`config.mk`:
```
export PLATFORM = sky130hd
export DESIGN_NAME = bitFieldPlace
export DESIGN_NICKNAME = d
export VERILOG_FILES = /design/src/rtl/bfp_pkg.sv /design/src/rtl/bfpCtrl.sv /design/src/rtl/bfpDatapath.sv /design/src/rtl/bitFieldPlace.sv
export SDC_FILE = /design/constraint.sdc
export NUM_CORES = 1
export LEC_CHECK = 0
export BUFFER_PORTS_ARGS = -buffer_cell sky130_fd_sc_hd__buf_2
export CAP_MARGIN = 20
export CORE_ASPECT_RATIO = 0.75
export CORE_UTILIZATION = 40
export DETAILED_ROUTE_END_ITERATION = 10
export PLACE_DENSITY = 0.61
export RECOVER_POWER = 25
export SYNTH_ARGS = -nofsm -noshare
export SYNTH_HDL_FRONTEND = slang
export SYNTH_HIERARCHICAL = 1
export SYNTH_SLANG_ARGS = --single-unit
export TNS_END_PERCENT = 5
```
`constraint.sdc`:
```
create_clock -name vclk -period 3.24
set_clock_uncertainty 0.2 [all_clocks]
set_input_delay 0.162 -clock vclk [all_inputs]
set_output_delay 0.162 -clock vclk [all_outputs]
set_load 0.02 [all_outputs]
```
`src/rtl/bfp_pkg.sv`:
```
package bfp_pkg;
  parameter int XLEN    = 32;
  parameter int LEN_W   = 4;
  parameter int OFF_W   = 5;
  parameter int LEN_POS = 24;
  parameter int OFF_POS = 16;

  // Strobes handed from control to datapath
  typedef struct packed {
    logic [XLEN-1:0]  fieldMask;  // len low ones, unshifted
    logic [XLEN-1:0]  fieldData;  // opB masked to the field
    logic [OFF_W-1:0] shiftAmt;   // placement offset
  } bfpCtrl_t;
endpackage

```
`src/rtl/bfpCtrl.sv`:
```
module bfpCtrl
  import bfp_pkg::*;
#(
  parameter int W      = XLEN,
  parameter int LW     = LEN_W,
  parameter int OW     = OFF_W,
  parameter int LPOS   = LEN_POS,
  parameter int OPOS   = OFF_POS
) (
  input  logic [W-1:0] opB,
  output bfpCtrl_t     ctrl
);
  logic [LW-1:0] lenVal;
  logic [OW-1:0] offVal;
  assign lenVal = opB[LPOS +: LW];
  assign offVal = opB[OPOS +: OW];

  // Shift-left-ones of zero by len, one stage per length bit
  logic [W-1:0] maskStage [0:LW];
  assign maskStage[0] = '0;

  genvar s;
  generate
    for (s = 0; s < LW; s++) begin : g_maskStage
      localparam int STEP = 1 << s;
      localparam logic [W-1:0] FILL = (W)'((64'h1 << STEP) - 64'h1);
      assign maskStage[s+1] = lenVal[s] ? ((maskStage[s] << STEP) | FILL)
                                        : maskStage[s];
    end
  endgenerate

  assign ctrl.fieldMask = maskStage[LW];
  assign ctrl.fieldData = opB & maskStage[LW];
  assign ctrl.shiftAmt  = offVal;
endmodule

```
`src/rtl/bfpDatapath.sv`:
```
module bfpDatapath
  import bfp_pkg::*;
#(
  parameter int W  = XLEN,
  parameter int OW = OFF_W
) (
  input  logic [W-1:0] opA,
  input  bfpCtrl_t     ctrl,
  output logic [W-1:0] result
);
  // One barrel shifter carries mask and data side by side
  logic [2*W-1:0] laneStage [0:OW];
  assign laneStage[0] = {ctrl.fieldMask, ctrl.fieldData};

  genvar s;
  generate
    for (s = 0; s < OW; s++) begin : g_shiftStage
      localparam int STEP = 1 << s;
      logic [W-1:0] hiLane, loLane;
      assign hiLane = laneStage[s][2*W-1:W];
      assign loLane = laneStage[s][W-1:0];
      assign laneStage[s+1] = ctrl.shiftAmt[s]
                              ? {hiLane << STEP, loLane << STEP}
                              : laneStage[s];
    end
  endgenerate

  logic [W-1:0] placedMask, placedData;
  assign placedMask = laneStage[OW][2*W-1:W];
  assign placedData = laneStage[OW][W-1:0];

  assign result = (opA & ~placedMask) | placedData;
endmodule

```
`src/rtl/bitFieldPlace.sv`:
```
module bitFieldPlace
  import bfp_pkg::*;
(
  input  logic [31:0] opA,
  input  logic [31:0] opB,
  output logic [31:0] result
);
  bfpCtrl_t ctrlBus;

  bfpCtrl #(
    .W(XLEN), .LW(LEN_W), .OW(OFF_W), .LPOS(LEN_POS), .OPOS(OFF_POS)
  ) u_ctrl (
    .opB  (opB),
    .ctrl (ctrlBus)
  );

  bfpDatapath #(
    .W(XLEN), .OW(OFF_W)
  ) u_dp (
    .opA    (opA),
    .ctrl   (ctrlBus),
    .result (result)
  );
endmodule

```
Yosys cells after proc, flatten, opt, wreduce, memory -nomap -nowiden:

Index checks and enable logic that the tools add are counted.

* bits in registers: 0
* bits in latches: 0
* RAM bits: 0
* bits in read-only memories: 0
* output and inout bits: 32
* logic and storage cells: 13
* memories kept: 0

* add/sub/neg operators: 0
* multiply operators: 0
* div/mod/pow operators: 0
* $lt $le $gt $ge: 0
* eq/ne operators: 0
* shift-type cells: 0
* mux-type cells: 9
* bitwise operators: 4
* reduce and logical (&&, ||, !) cells: 0

Operator list (number)
* $mux W64: 5
* $mux W32: 3
* $and A32 B32 Y32: 2
* $not A32 Y32: 1
* $or A32 B32 Y32: 1
* $mux W1: 1

Longest topological paths before layout:

Gate-level depths: netlist of the first run.

* depth in word-level cells: 13
* gate-level depth with buffers: 10
* gate-level depth less buffers: 7

Hierarchy:

The synthesis of the first run kept the hierarchy.

By module, submodules not included
* bfpDatapath: times used 1, cells an instance 382, area an instance 3532.1 sq um
* bfpCtrl: times used 1, cells an instance 80, area an instance 549.3 sq um

Worst setup path before layout of the first run:

Ideal clock, no wire load.

* kind: input to output
* start point: in opB[24]
* end point: out result[30]
* data arrival time: 2.392 ns
* data required time: 2.878 ns
* slack: 0.486 ns
* cell stages on the path: 7
* path buffers: 1
* path through: buf_6 or4_4 mux2_4 mux4_2 a222oi_1 nand2_1 a31oi_1

RTL lines
* from (decl): RTL line bitFieldPlace.sv:5 `input logic [31:0] opB,`
* to (decl): RTL line bitFieldPlace.sv:6 `output logic [31:0] result`

==> results.toml, run 1 <==
[setup_path]
critPathMaxFanout = 11
cp-end-kind = "primary output"
path_class = "input pin to primary output"
cp.arrival_ps = 2680
worstSetupStartpointType = "input pin"
crit_path_end = "result[30]"
crit_start = "opB[25]"
worstPathRequired_ps = 2880

[die]
rows = 31
die_area_um2 = 10600
coreArea_um2 = 9770
dieWidth_um = 119
dieHeight_um = 89.5
ios = 96
start_util_pct = 41.8

[placed_design]
pre_cts_ws_ps = 194
io_buffers = 88
place_congestion = 0.951
placed_cells_incl_taps = 647
dpl-instance-area_um2 = 4260
hpwl_um = 10800

[logic_synthesis]
yosysUniqueCellTypes = 71
synth_top_area_share_pct = 19.3
syn_area_um2 = 4080
syn_avg_cell_area_um2 = 8.83
yosysTopAreaCell = "mux4_2"
netlist_top_cells_area = "mux4_2, mux4_1, buf_4, mux2i_1, nand2_1"
yosys_warnings = 6
synth_cells = 462
seq_area_frac_synth_pct = 0

[layout]
fillers = 1049
synthToLayoutAreaGrowth_pct = 4.08
final_area_um2 = 4250
layout-drive-gt1-share_pct = 31.1
antenna_cells = 0
clkbuf_count = 0
seq_cells = 0
fin_nets = 581
final_cells = 647
ff_latch_area_um2 = 0

[sta]
max_freq_ghz = 0.328
rsz0062_at_grt = "no"
final.period_utilization_pct = 94.0
timing.final.crit_period_ps = 3040
hold_viol = 0
setup_viol = 0
holdWs_ps = 459
setup_ws_ps = 196
drv_slew = 0
tightestPinTransition_ps = 738
timing.slew.headroom_pct = 50.7
tns_ps = 0

[flow_run]
cap_violations = 0

[global_routing]
grt_usage_pct = 24.9
grt-ovfl-total = 0
grt_pass1_wl_um = 20600
grt_max_degree = 41
grt_pass1_vias = 3646
antenna_found_initial = 0

[power_and_ir_drop]
power_density_nw_per_um2 = 176
peakVddDrop_v = 0.0000674
cellLeakagePower_uw = 0.00178

[route]
first_iter_violations = 515
dr.pass1.iters = 5
vias_per_cell = 6.37
drt-wirelength-per-cell_um = 20.8
antenna_left = 0
wl_um = 13400
drc = 0
vias = 4121

[clock_network]
cts-hold-fix-buffers = 0
cts_resized = 0
cts_setup_buffers = 0

[worst_hold_path]
hp-class = "input pin to primary output"

[run_status]
status = "finished clean"
==> placed cells by master (no fill, tap or decap), types with 5 or more instances in the layout <==
cell	instances
buf_2	84
nand2_1	56
o21ai_0	37
mux4_2	35
conb_1	34
mux2i_1	29
nor2_1	22
mux4_1	19
mux2_2	16
buf_4	14
and2_1	12
a21oi_1	10
nand2b_1	9
a22oi_1	9
a31oi_1	9
inv_1	8
nand3_1	7
a311oi_1	6
a22o_1	5
a211oi_1	5
nor3_1	5
==> synth_stat cells, drive strengths merged (4+ instances only) <==
master and instances:
inv 9, a32oi 4, a31oi 9, mux2 20, a21oi 10, a22oi 9
o211ai 4, nor2b 4, mux2i 29, nor3 5, clkbuf 20, nand2b 9
nor2 23, o21ai 38, mux4 54, nand3 7, a211oi 5, and3 4
nand2 56, a211o 4, a221oi 4, buf 62, and2 15, a311oi 6
a22o 5
==> power breakdown <==
| part | switching (µW) | internal (µW) | total, µW |
|---|---|---|---|
| registers | 0 | 0 | 0 |
| logic | 441 | 308 | 748 |
| clock network | 0 | 0 | 0 |
==> worst min path at each step <==
stage	start	end	slack, ps	cells after the start
final	opA[3]	result[3]	460	3
after CTS	opA[3]	result[3]	460	3
after detailed placement	opA[3]	result[3]	460	3
after global routing	opA[2]	result[2]	480	3
after floorplan	opA[28]	result[28]	300	2
after global placement	opA[12]	result[12]	450	3
==> critical path, stage by stage <==
cell and delay, ps:
buf_2 160, or4_4 600, mux2_4 290, mux4_2 520, a222oi_1 510, nand2_1 100
a31oi_1 160, buf_2 180
==> final cells by class <==
| class | count | area (µm²) | area share [%] |
|---|---|---|---|
| Inverter | 11 | 41.3 | 0.972 |
| Tap cell | 132 | 165 | 3.89 |
| Timing Repair Buffer | 102 | 541 | 12.7 |
| Multi-Input combinational cell | 402 | 3500 | 82.4 |
==> cell families (layout without fill, tap and decap cells) <==
logic type             Yosys count  after routing  share of synthesized area (%)
other                            1             34                         0.0919
buffers and inverters           93            113                           17.2
AND/OR/NAND/NOR                136            136                           16.2
AO/OA/AOI/OAI                  129            129                           22.2
multiplexers                   103            103                           44.3
==> metrics by stage <==
step                      power, µW  util (%)
final                           748      43.5
after global routing            797      43.5
after CTS                       709      43.6
after detailed placement        707      43.6
after global placement          701      43.6
after floorplan                 577         -
==> metal layers <==
layer | part of all wire [%] | wire length (µm) | GRT usage, %
met5 | 0 | 0 | 0
met2 | 42 | 5660 | 38.2
met4 | 0.52 | 70 | 1.73
met1 | 47 | 6340 | 39.1
met3 | 10 | 1360 | 2.10
No activity file was read; power rests on OpenSTA's default activity.
==> run 2: changes to the inputs <==
CELL_PAD_IN_SITES_DETAIL_PLACEMENT = 0   (was not set)
CELL_PAD_IN_SITES_GLOBAL_PLACEMENT = 1   (was not set)
PLACE_DENSITY = 0.79   (was 0.61)
==> run 2 against run 1 <==
Sequential share of layout area stayed put. Hold slack worse by 7.6 ps. Final area is 0.15% higher. First-iteration DRC count fell by 5.2%. Die area stayed put. Via count up 0.15%. Critical path depth did not move. Critical endpoint unchanged.
==> results.toml, run 2 (synthesis gave the netlist of run 1 again) <==
[die]
rows = 31
dieHeight_um = 89.5
die_area_um2 = 10600
coreArea_um2 = 9770
ios = 96
dieWidth_um = 119
start_util_pct = 41.8

[sta]
timing.slew.headroom_pct = 46.1
setup_ws_ps = 201
drv_slew = 0
setup_viol = 0
timing.final.crit_period_ps = 3040
rsz0062_at_grt = "no"
tightestPinTransition_ps = 807
max_freq_ghz = 0.329
holdWs_ps = 451
tns_ps = 0
final.period_utilization_pct = 93.8
hold_viol = 0

[layout]
utilization_pct = 43.5
antenna_cells = 0
fillers = 1012
final_common_cell = "buf_2"
seq_cells = 0
synthToLayoutAreaGrowth_pct = 4.23
multi_input_area_um2 = 3500
fin_nets = 580
ff_latch_area_um2 = 0
layout-drive-gt1-share_pct = 31.1
layout_common_cells = "buf_2, nand2_1, o21ai_0, mux4_2, conb_1"
clkbuf_count = 0

[setup_path]
cp_slowest_stage_delay_ps = 610
critPathTopFamily = "multiplexers"
worstSetupStartpointType = "input pin"
cp.arrival_ps = 2680
critPathMostFrequentCell = "buf_2"
worstPathCellList = "buf_2 > or4_4 > mux2_4 > mux4_2 > a222oi_1 > nand2_1 > a31oi_1 > buf_2"
critPathSlowestCell = "or4_4"
worst-path-buf-inv = 2
cp-end-kind = "primary output"
path_class = "input pin to primary output"
worstPathRequired_ps = 2880
critPathMaxFanout = 11

[route]
wirelength_met1_um = 6160
drc = 0
antenna_left = 0
routed-wl-met3_um = 1470
vias = 4127
first_iter_violations = 488
wl_met2_um = 5570
wl_um = 13400
drt-wirelength-per-cell_um = 20.7
maxUsedRoutingLayer = "met4"
vias_per_cell = 6.39
dr.pass1.iters = 7

[power_and_ir_drop]
power_density_nw_per_um2 = 176
cellLeakagePower_uw = 0.00178
peakVddDrop_v = 0.0000648

[flow_run]
cap_violations = 0

[global_routing]
grt_usage_pct = 24.8
grt_max_degree = 58
grt_pass1_wl_um = 20800
grt-ovfl-total = 0
antenna_found_initial = 0
grt_pass1_vias = 3765

[clock_network]
cts-hold-fix-buffers = 0
cts_setup_buffers = 0
cts_resized = 0

[placed_design]
io_buffers = 88
pre_cts_ws_ps = 199
place_congestion = 0.925
hpwl_um = 10600

[run_status]
status = "finished clean"

[worst_hold_path]
hp-class = "input pin to primary output"
==> run 2: path summary, 6_finish.rpt <==
check / startpoint / slack, ps / end / depth (start not counted)
setup / recovery: opB[25] / 200 / result[30] / 8
hold / removal: opA[3] / 450 / result[3] / 3
==> run 2: report_power, final <==
part | internal [µW] | leakage, µW | total (µW) | switching, µW
Combinational | 309 | 0.00178 | 750 | 441
Clock | 0 | 0 | 0 | 0
Sequential | 0 | 0 | 0 | 0
==> run 2: routing by layer <==
layer | GRT usage, % | up-vias
li1 | - | 1874
met1 | 37.4 | 1986
met2 | 37.2 | 242
met3 | 4.34 | 25
met4 | 4.03 | 0
met5 | 0 | -
==> run 2: cell type report <==
class	count	share of cell area [%]
Inverter	11	0.971
Timing Repair Buffer	101	12.8
Tap cell	132	3.88
Multi-Input combinational cell	402	82.4
==> run 2: tightest hold or removal path, stage by stage <==
cell and delay (ps):
buf_2 70, a22o_1 100, buf_2 150
==> run 2: per-stage QoR <==
stage | instance area, µm² | power (µW) | std cells
2_1_floorplan | 4210 | 577 | 495
3_3_place_gp | 4260 | 700 | 646
3_5_place_dp | 4260 | 708 | 646
4_1_cts | 4260 | 710 | 646
5_1_grt | 4250 | 803 | 646
6_report | 4250 | 750 | 646
